File: src/rtl/irqpc_pkg.sv
package irqpc_pkg;
  localparam int NSRC_DEF  = 11;
  localparam int VEC_W     = 16;
  localparam int SLOT_W    = 4;
  localparam logic [VEC_W-1:0] VEC_BASE = 16'h0003;
  localparam int SLOT_SHIFT = 3;

  typedef enum logic {LVL_LO = 1'b0, LVL_HI = 1'b1} lvl_e;

  // Slot in the vector table for each polling position.
  function automatic logic [SLOT_W-1:0] slot_of(input int unsigned pos);
    logic [SLOT_W-1:0] s;
    case (pos)
      0:       s = 4'd8;
      1:       s = 4'd11;
      2:       s = 4'd0;
      3:       s = 4'd6;
      4:       s = 4'd1;
      5:       s = 4'd2;
      6:       s = 4'd3;
      7:       s = 4'd7;
      8:       s = 4'd4;
      9:       s = 4'd5;
      10:      s = 4'd10;
      default: s = 4'd0;
    endcase
    return s;
  endfunction

  function automatic logic [VEC_W-1:0] vector_of(input int unsigned pos);
    logic [VEC_W-1:0] off;
    off = VEC_W'(slot_of(pos)) << SLOT_SHIFT;
    return VEC_BASE + off;
  endfunction
endpackage

File: src/rtl/irqpc_first_pick.sv
module irqpc_first_pick #(
  parameter int N = 11,
  localparam int W = (N > 1) ? $clog2(N) : 1
) (
  input  logic [N-1:0] cand,
  output logic         hit,
  output logic [W-1:0] idx
);
  always_comb begin
    hit = |cand;
    idx = '0;
    for (int i = N - 1; i >= 0; i--) begin
      if (cand[i]) idx = W'(i);
    end
  end
endmodule

File: src/rtl/irqpc_arbiter.sv
module irqpc_arbiter
  import irqpc_pkg::*;
#(
  parameter int N = NSRC_DEF,
  localparam int W = (N > 1) ? $clog2(N) : 1,
  localparam int NLVL = 2
) (
  input  logic [N-1:0] flag,
  input  logic [N-1:0] en,
  input  logic [N-1:0] hi,
  input  logic         master_en,
  input  logic         hi_act,
  input  logic         lo_act,
  output logic         cand_valid,
  output logic [W-1:0] cand_idx,
  output lvl_e         cand_lvl
);
  logic [N-1:0] live;
  logic [N-1:0] lvl_cand [NLVL];
  logic [NLVL-1:0] lvl_hit;
  logic [W-1:0] lvl_idx [NLVL];
  logic [NLVL-1:0] lvl_allow;

  assign live = flag & en & {N{master_en}};
  assign lvl_cand[LVL_HI] = live & hi;
  assign lvl_cand[LVL_LO] = live & ~hi;
  assign lvl_allow[LVL_HI] = ~hi_act;
  assign lvl_allow[LVL_LO] = ~hi_act & ~lo_act;

  for (genvar g = 0; g < NLVL; g++) begin : g_lvl
    irqpc_first_pick #(.N(N)) u_pick (
      .cand (lvl_cand[g]),
      .hit  (lvl_hit[g]),
      .idx  (lvl_idx[g])
    );
  end

  always_comb begin
    cand_valid = 1'b0;
    cand_idx   = '0;
    cand_lvl   = LVL_LO;
    if (lvl_allow[LVL_HI] && lvl_hit[LVL_HI]) begin
      cand_valid = 1'b1;
      cand_idx   = lvl_idx[LVL_HI];
      cand_lvl   = LVL_HI;
    end else if (lvl_allow[LVL_LO] && lvl_hit[LVL_LO]) begin
      cand_valid = 1'b1;
      cand_idx   = lvl_idx[LVL_LO];
      cand_lvl   = LVL_LO;
    end
  end
endmodule

File: src/rtl/irqpc_inservice.sv
module irqpc_inservice
  import irqpc_pkg::*;
(
  input  logic clk,
  input  logic rst,
  input  logic ack,
  input  lvl_e ack_lvl,
  input  logic reti,
  output logic hi_act,
  output logic lo_act
);
  logic hi_nxt, lo_nxt;

  always_comb begin
    hi_nxt = hi_act;
    lo_nxt = lo_act;
    if (reti) begin
      if (hi_act) hi_nxt = 1'b0;
      else        lo_nxt = 1'b0;
    end
    if (ack) begin
      if (ack_lvl == LVL_HI) hi_nxt = 1'b1;
      else                   lo_nxt = 1'b1;
    end
  end

  always_ff @(posedge clk) begin
    if (rst) begin
      hi_act <= 1'b0;
      lo_act <= 1'b0;
    end else begin
      hi_act <= hi_nxt;
      lo_act <= lo_nxt;
    end
  end
endmodule

File: src/rtl/irqpc_offer_reg.sv
module irqpc_offer_reg
  import irqpc_pkg::*;
#(
  parameter int N = NSRC_DEF,
  localparam int W = (N > 1) ? $clog2(N) : 1
) (
  input  logic             clk,
  input  logic             rst,
  input  logic             master_en,
  input  logic             cand_valid,
  input  logic [W-1:0]     cand_idx,
  input  lvl_e             cand_lvl,
  input  logic             ready,
  output logic             valid,
  output logic [VEC_W-1:0] vector,
  output lvl_e             lvl
);
  always_ff @(posedge clk) begin
    if (rst) begin
      valid  <= 1'b0;
      vector <= '0;
      lvl    <= LVL_LO;
    end else if (valid) begin
      if (ready || !master_en) valid <= 1'b0;
    end else if (!master_en) begin
      valid <= 1'b0;
    end else begin
      valid  <= cand_valid;
      vector <= vector_of(32'(cand_idx));
      lvl    <= cand_lvl;
    end
  end
endmodule

File: src/rtl/irq_prio_ctrl.sv
module irq_prio_ctrl
  import irqpc_pkg::*;
#(
  parameter int NSRC = NSRC_DEF,
  localparam int IW = (NSRC > 1) ? $clog2(NSRC) : 1
) (
  input  logic              clk,
  input  logic              rst,
  input  logic [NSRC-1:0]   irq_flag_i,
  input  logic [NSRC-1:0]   irq_en_i,
  input  logic [NSRC-1:0]   irq_hi_i,
  input  logic              master_en_i,
  input  logic              reti_i,
  output logic              irq_valid_o,
  input  logic              irq_ready_i,
  output logic [VEC_W-1:0]  irq_vector_o
);
  logic          hi_act, lo_act;
  logic          cand_valid;
  logic [IW-1:0] cand_idx;
  lvl_e          cand_lvl;
  lvl_e          offer_lvl;
  logic          ack;

  assign ack = irq_valid_o & irq_ready_i;

  irqpc_arbiter #(.N(NSRC)) u_arb (
    .flag       (irq_flag_i),
    .en         (irq_en_i),
    .hi         (irq_hi_i),
    .master_en  (master_en_i),
    .hi_act     (hi_act),
    .lo_act     (lo_act),
    .cand_valid (cand_valid),
    .cand_idx   (cand_idx),
    .cand_lvl   (cand_lvl)
  );

  irqpc_offer_reg #(.N(NSRC)) u_offer (
    .clk        (clk),
    .rst        (rst),
    .master_en  (master_en_i),
    .cand_valid (cand_valid),
    .cand_idx   (cand_idx),
    .cand_lvl   (cand_lvl),
    .ready      (irq_ready_i),
    .valid      (irq_valid_o),
    .vector     (irq_vector_o),
    .lvl        (offer_lvl)
  );

  irqpc_inservice u_isr (
    .clk     (clk),
    .rst     (rst),
    .ack     (ack),
    .ack_lvl (offer_lvl),
    .reti    (reti_i),
    .hi_act  (hi_act),
    .lo_act  (lo_act)
  );
endmodule

File: config.mk
export PLATFORM = sky130hd
export DESIGN_NAME = irq_prio_ctrl
export DESIGN_NICKNAME = d
export VERILOG_FILES = /design/src/rtl/irqpc_pkg.sv /design/src/rtl/irqpc_first_pick.sv /design/src/rtl/irqpc_arbiter.sv /design/src/rtl/irqpc_inservice.sv /design/src/rtl/irqpc_offer_reg.sv /design/src/rtl/irq_prio_ctrl.sv
export SDC_FILE = /design/constraint.sdc
export NUM_CORES = 1
export LEC_CHECK = 0
export ABC_CLOCK_PERIOD_IN_PS = 2700
export BUFFER_PORTS_ARGS = -buffer_cell sky130_fd_sc_hd__buf_2
export CAP_MARGIN = 20
export CORE_MARGIN = 8
export CORE_UTILIZATION = 40
export CTS_BUF_LIST = sky130_fd_sc_hd__clkbuf_4 sky130_fd_sc_hd__clkbuf_8
export DETAILED_ROUTE_END_ITERATION = 10
export PLACE_DENSITY = 0.77
export SYNTH_ARGS = -nofsm -noshare
export SYNTH_HDL_FRONTEND = slang
export SYNTH_SLANG_ARGS = --single-unit
File: constraint.sdc
create_clock -name clk -period 2.7 [get_ports clk]
set_clock_uncertainty 0.2 [all_clocks]
set_input_delay 0.54 -clock clk [delete_from_list [all_inputs] [get_ports clk]]
set_output_delay 0.54 -clock clk [all_outputs]
set_load 0.005 [all_outputs]
# Word-level counts from Yosys, hierarchy flattened
# Memory sizes are Yosys's and may differ from the RTL's.
# Index checks and enable logic that the tools add are counted.
[totals] register_bits=20 romBits=64 in_bits=38 out_inout_bits=17 elab_cells=64 mem_count=1
[mem_list] memory="(no name shown)" words=16 word_bits=4 rd=1 rd_ports_with_merged_regs=0 wr=0 line_no="irqpc_pkg.sv:13" source="case (pos)"
[classes] addsub=1 mux=40 bitwise_logic=10 reduce_logical=7
[ops] op="4-bit 2-to-1 mux" count=27
[ops] op="11-bit bitwise AND" count=4
[ops] op="11-bit OR reduction" count=2
[ops] op="1-bit 2-to-1 mux" count=13
[ops] op="11-bit inverter" count=1
[ops] op="2-bit by 7-bit adder with 8-bit output (first input constant)" count=1
[ops] op="1-bit inverter" count=3
[ops] op="1-bit bitwise AND" count=2
[ops] op="1-bit logical AND" count=2
[ops] op="2-bit AND reduction" count=1
[ops] op="1-bit logical NOT" count=1
[ops] op="1-bit logical OR" count=1

# Depth between registers and ports, before layout
# An unclocked memory read counts as a cell.
[depth] ltp_word=21 mapped_depth=10 ltp_nobuf=7

# Cells and area by module
# From an unflattened synthesis, not the netlist that was laid out.
[unflattened] hier_cells=160 area_unflattened_um2=1012.2
[by_module_without_submodules] mod="irqpc_offer_reg" instances=1 cells_per_inst=51 area_per_inst_um2=415.4 seq_area_each_um2=140.1
[by_module_without_submodules] mod="irqpc_arbiter" instances=1 cells_per_inst=61 area_per_inst_um2=285.3 seq_area_each_um2=0.0
[by_module_without_submodules] mod="irqpc_first_pick" instances=2 cells_per_inst=19 area_per_inst_um2=112.6 seq_area_each_um2=0.0
[by_module_without_submodules] mod="irqpc_inservice" instances=1 cells_per_inst=9 area_per_inst_um2=80.1 seq_area_each_um2=40.0
[by_module_without_submodules] mod="irq_prio_ctrl" instances=1 cells_per_inst=1 area_per_inst_um2=6.3 seq_area_each_um2=0.0

# Least setup slack after synthesis
# Ideal clock, no wire load.
[synth_path] path_kind="input -> register" from="input master_en_i" to="register u_offer.vector[6]" setup_time_ns=0.079 t_arrival_ns=2.312 required_ns=2.421 setup_slack_ns=0.109 path_stages=8 path_buffers=2 cell_sequence="buf_6 > buf_6 > nand4_2 > nand2_1 > or4_4 > o32ai_4 > mux2_4 > a211oi_2"
[synth_between] elab_chain_len=20 word_cells_on_any_way=37 classes_between="add/sub (1); mux (27); bitwise (3); reduce/logical (5); memory (1)"
[synth_lines] item="start, declared" line_no="irq_prio_ctrl.sv:12" source="input logic master_en_i,"
[synth_lines] item="11-bit bitwise AND" line_no="irqpc_arbiter.sv:24" source="assign live = flag & en & {N{master_en}};"
[synth_lines] item="11-bit bitwise AND" line_no="irqpc_arbiter.sv:26" source="assign lvl_cand[LVL_LO] = live & ~hi;"
[synth_lines] item="4-bit 2-to-1 mux (11 in a row)" line_no="irqpc_first_pick.sv:13" source="if (cand[i]) idx = W'(i);"
[synth_lines] item="4-bit 2-to-1 mux" line_no="irqpc_arbiter.sv:46" source="end else if (lvl_allow[LVL_LO] && lvl_hit[LVL_LO]) begin"
[synth_lines] item="4-bit 2-to-1 mux" line_no="irqpc_arbiter.sv:42" source="if (lvl_allow[LVL_HI] && lvl_hit[LVL_HI]) begin"
[synth_lines] item="memory read 16 x 4 bit"
[synth_lines] item="4-bit 2-to-1 mux" line_no="irqpc_offer_reg.sv:25" source="end else if (!master_en) begin"
[synth_lines] item="4-bit 2-to-1 mux" line_no="irqpc_offer_reg.sv:23" source="end else if (valid) begin"
[synth_lines] item="4-bit 2-to-1 mux" line_no="irqpc_offer_reg.sv:19" source="if (rst) begin"
[synth_lines] item="2-bit by 7-bit adder with 8-bit output" line_no="irqpc_pkg.sv:33" source="return VEC_BASE + off;"
[synth_lines] item="end signal, assigned" line_no="irqpc_offer_reg.sv:29" source="vector <= vector_of(32'(cand_idx));"
[synth_lines] item="end, declared" line_no="irqpc_offer_reg.sv:15" source="output logic [VEC_W-1:0] vector,"
# Several ways; a longest one is shown, not always the timed one. The select of a mux whose other input is x is not followed.
# A chain may end at the register's enable or synchronous reset.

# Worst setup path after layout
# Ends and elaborated chain as after synthesis.

==> flow_metrics.py <==
metrics = {
    "yosys": {
        "ys_warn_count": 0,
        "ys_seq_area_share_pct": 18.5,
        "synth_top_area_share_pct": 18.5,
        "synth.top_cells.by_count": "nand4_1, buf_4, nand4b_1, nor2_1",
        "netlist_area_sq_um": 973,
        "avgSynthCellArea_sq_um": 7.98,
        "synth_edf_count": 0,
        "synthFlopType": "dfxtp_1",
        "async_reset_ff_share_pct": 0,
        "yosysUniqueCellTypes": 39,
        "syn_inst": 122,
        "synth_area_leaders": "dfxtp_1, nand4b_1, buf_4",
        "ys_ff_latch": 9,
        "yosys.area.top_type": "dfxtp_1",
        "synth.most_common_cell": "nand4_1",
    },
    "sta": {
        "final_max_slew_viol_count": 0,
        "layout_setup_ws_ns": 0.249,
        "post-route-period-util_pct": 90.8,
        "rsz0062_at_grt": "false",
        "hold_viol": 0,
        "finalCriticalPeriod_ns": 2.45,
        "max_freq_ghz": 0.408,
        "fin_tns_setup_ns": 0,
        "setup_viol": 0,
    },
    "worst_setup_path": {
        "crit_required_ns": 2.68,
        "startpoint_type": "primary input",
        "startpoint": "master_en_i",
        "path_max_fanout": 17,
        "cp.arrival_ns": 2.43,
        "r2r-start": "u_isr.hi_act$_SDFF_PP0_",
        "cp-end-kind": "register",
        "worstSetupPathType": "primary input to register",
    },
    "clock_network": {
        "clk_pin_slew_worst_paths_ns": 0.06,
        "postCtsResizedCells": 0,
        "cts_sinks": 9,
        "post-cts-setup-buffers": 0,
        "clockBufferDepth": 2,
        "cts_tree": "done",
        "postCtsHoldBufs": 0,
        "cts_made_buffers": 3,
        "clock_latency_ns": 0.25,
        "cts_root_buf": "clkbuf_4",
        "htree_levels": 1,
    },
    "pwr": {
        "power_frac_clock_pct": 25.2,
        "peakVddDrop_mv": 0.193,
        "intPower_uw": 300,
        "power_uw": 442,
        "p_switching_uw": 142,
        "p_leak_uw": 0.000630,
        "power_density_nw_per_um2": 347,
        "seqPwrFrac_pct": 34.3,
        "swShare_pct": 32.0,
        "combinationalPowerShare_pct": 40.5,
    },
    "grt": {
        "grt_max_degree": 18,
        "grt_pass1_wl_mm": 4.64,
        "grtUsageTotal_pct": 12.8,
        "overflow": 0,
        "grt_pass1_vias": 1171,
        "grt_antenna_before_repair": 0,
    },
    "floorplanning": {
        "die_w_um": 65.3,
        "design.die.area_sq_um": 4270,
        "io_pins": 55,
        "start_util_pct": 40.8,
        "num_rows": 18,
        "core_area_sq_um": 2390,
        "die_y_um": 65.3,
    },
    "routing": {
        "drt-initial-drc-count": 51,
        "first_pass_iters": 4,
        "dr_total_vias": 1133,
        "drc": 0,
        "drtAntennaViolNets": 0,
        "wirelength_mm": 2.72,
        "vias_per_cell": 5.47,
        "wl_per_cell_um": 13.1,
    },
    "hold_path": {
        "min_path_type": "register to register",
        "min_from": "u_offer.vector[1]$_SDFFE_PP0P_",
    },
    "run_status": {
        "outcome": "finished clean",
    },
    "layout": {
        "n_fill_cell": 243,
        "fin_cells": 207,
        "area.growth.synth_to_final_pct": 30.7,
        "fin_nets": 216,
        "postLayoutCoreUtil_pct": 53.3,
        "diodes": 0,
        "drive_gt1_share_pct": 39.0,
    },
    "placed_design": {
        "placed_cells": 203,
        "preCtsSetupSlack_ns": -0.0195,
        "gp_congestion": 0.763,
        "io_buffers": 44,
        "dp.final_hpwl_mm": 2.38,
    },
    "job": {
        "cap_violations": 0,
    },
}
-- through the flow --
| step | hold WS, ns | instance area [sq um] |
|---|---|---|
| floorplan | 0.274 | 1010 |
| global placement | 0.263 | 1240 |
| detailed placement | 0.300 | 1240 |
| CTS | 0.299 | 1270 |
| global route | 0.320 | 1270 |
| finish | 0.304 | 1270 |
-- metal layers --
metal | vias to the layer above | global-route usage [%] | part of all wire (%)
li1 | 575 | - | -
met1 | 506 | 14.6 | 42
met2 | 48 | 22.4 | 48
met3 | 4 | 3.06 | 8.1
met4 | 0 | 5.18 | 1.2
met5 | - | 0 | 0
-- power by group through the flow --
stage | Sequential [uW] | Clock (uW) | Combinational (uW)
floorplan | 155 | 0 | 120
global placement | 154 | 0 | 174
detailed placement | 154 | 0 | 179
CTS | 152 | 116 | 179
global route | 154 | 124 | 200
finish | 151 | 111 | 179
-- layout make-up --
class	instances	area [sq um]	area share [%]
inverters	4	15.0	1.18
multi-input cells	103	692	54.4
flip-flops and latches	9	180	14.2
repair buffers	57	318	25.0
clock buffers	4	30.0	2.36
well taps	30	37.5	2.95
-- path summary, 6_finish.rpt --
path                                                  endpoint  slack, ns  cells past startpoint
worst max register to register  u_offer.vector[3]$_SDFFE_PP0P_       0.84                      6
worst min register to register  u_offer.vector[1]$_SDFFE_PP0P_       0.30                      2
worst max-delay path            u_offer.vector[6]$_SDFFE_PP0P_       0.25                      7
worst min-delay path            u_offer.vector[1]$_SDFFE_PP0P_       0.30                      2
-- cells in the final DEF (no fill, tap or decap), types with 4 or more instances in the layout --
cell type  instances
nand2_1            9
o21ai_0            4
inv_1              4
conb_1            10
nand4_1           12
nand4b_1          11
clkbuf_4           4
nand3_1            4
dfxtp_1            9
nor2_1            11
buf_4             13
buf_2             44
o211ai_1           4
-- cell families after synthesis --
logic type | after synthesis | synth area share, %
compound gates | 26 | 22.2
buf+inv | 19 | 13.9
flops | 9 | 18.5
mux | 2 | 2.57
other cells | 1 | 0.385
simple gates | 65 | 42.4
-- flip-flops by register name (all words and copies together), names as in the netlist --
signal          count
u_offer.lvl         1
u_isr.lo_act        1
u_offer.valid       1
u_offer.vector      5
u_isr.hi_act        1
-- worst max-delay path, cell delays in order --
cell,delay [ns]
buf_2,0.20
nand4_1,0.16
nand4_1,0.14
or4_4,0.57
o32ai_4,0.31
mux2_4,0.33
a211oi_2,0.20
(Power assumes the default switching activity.)
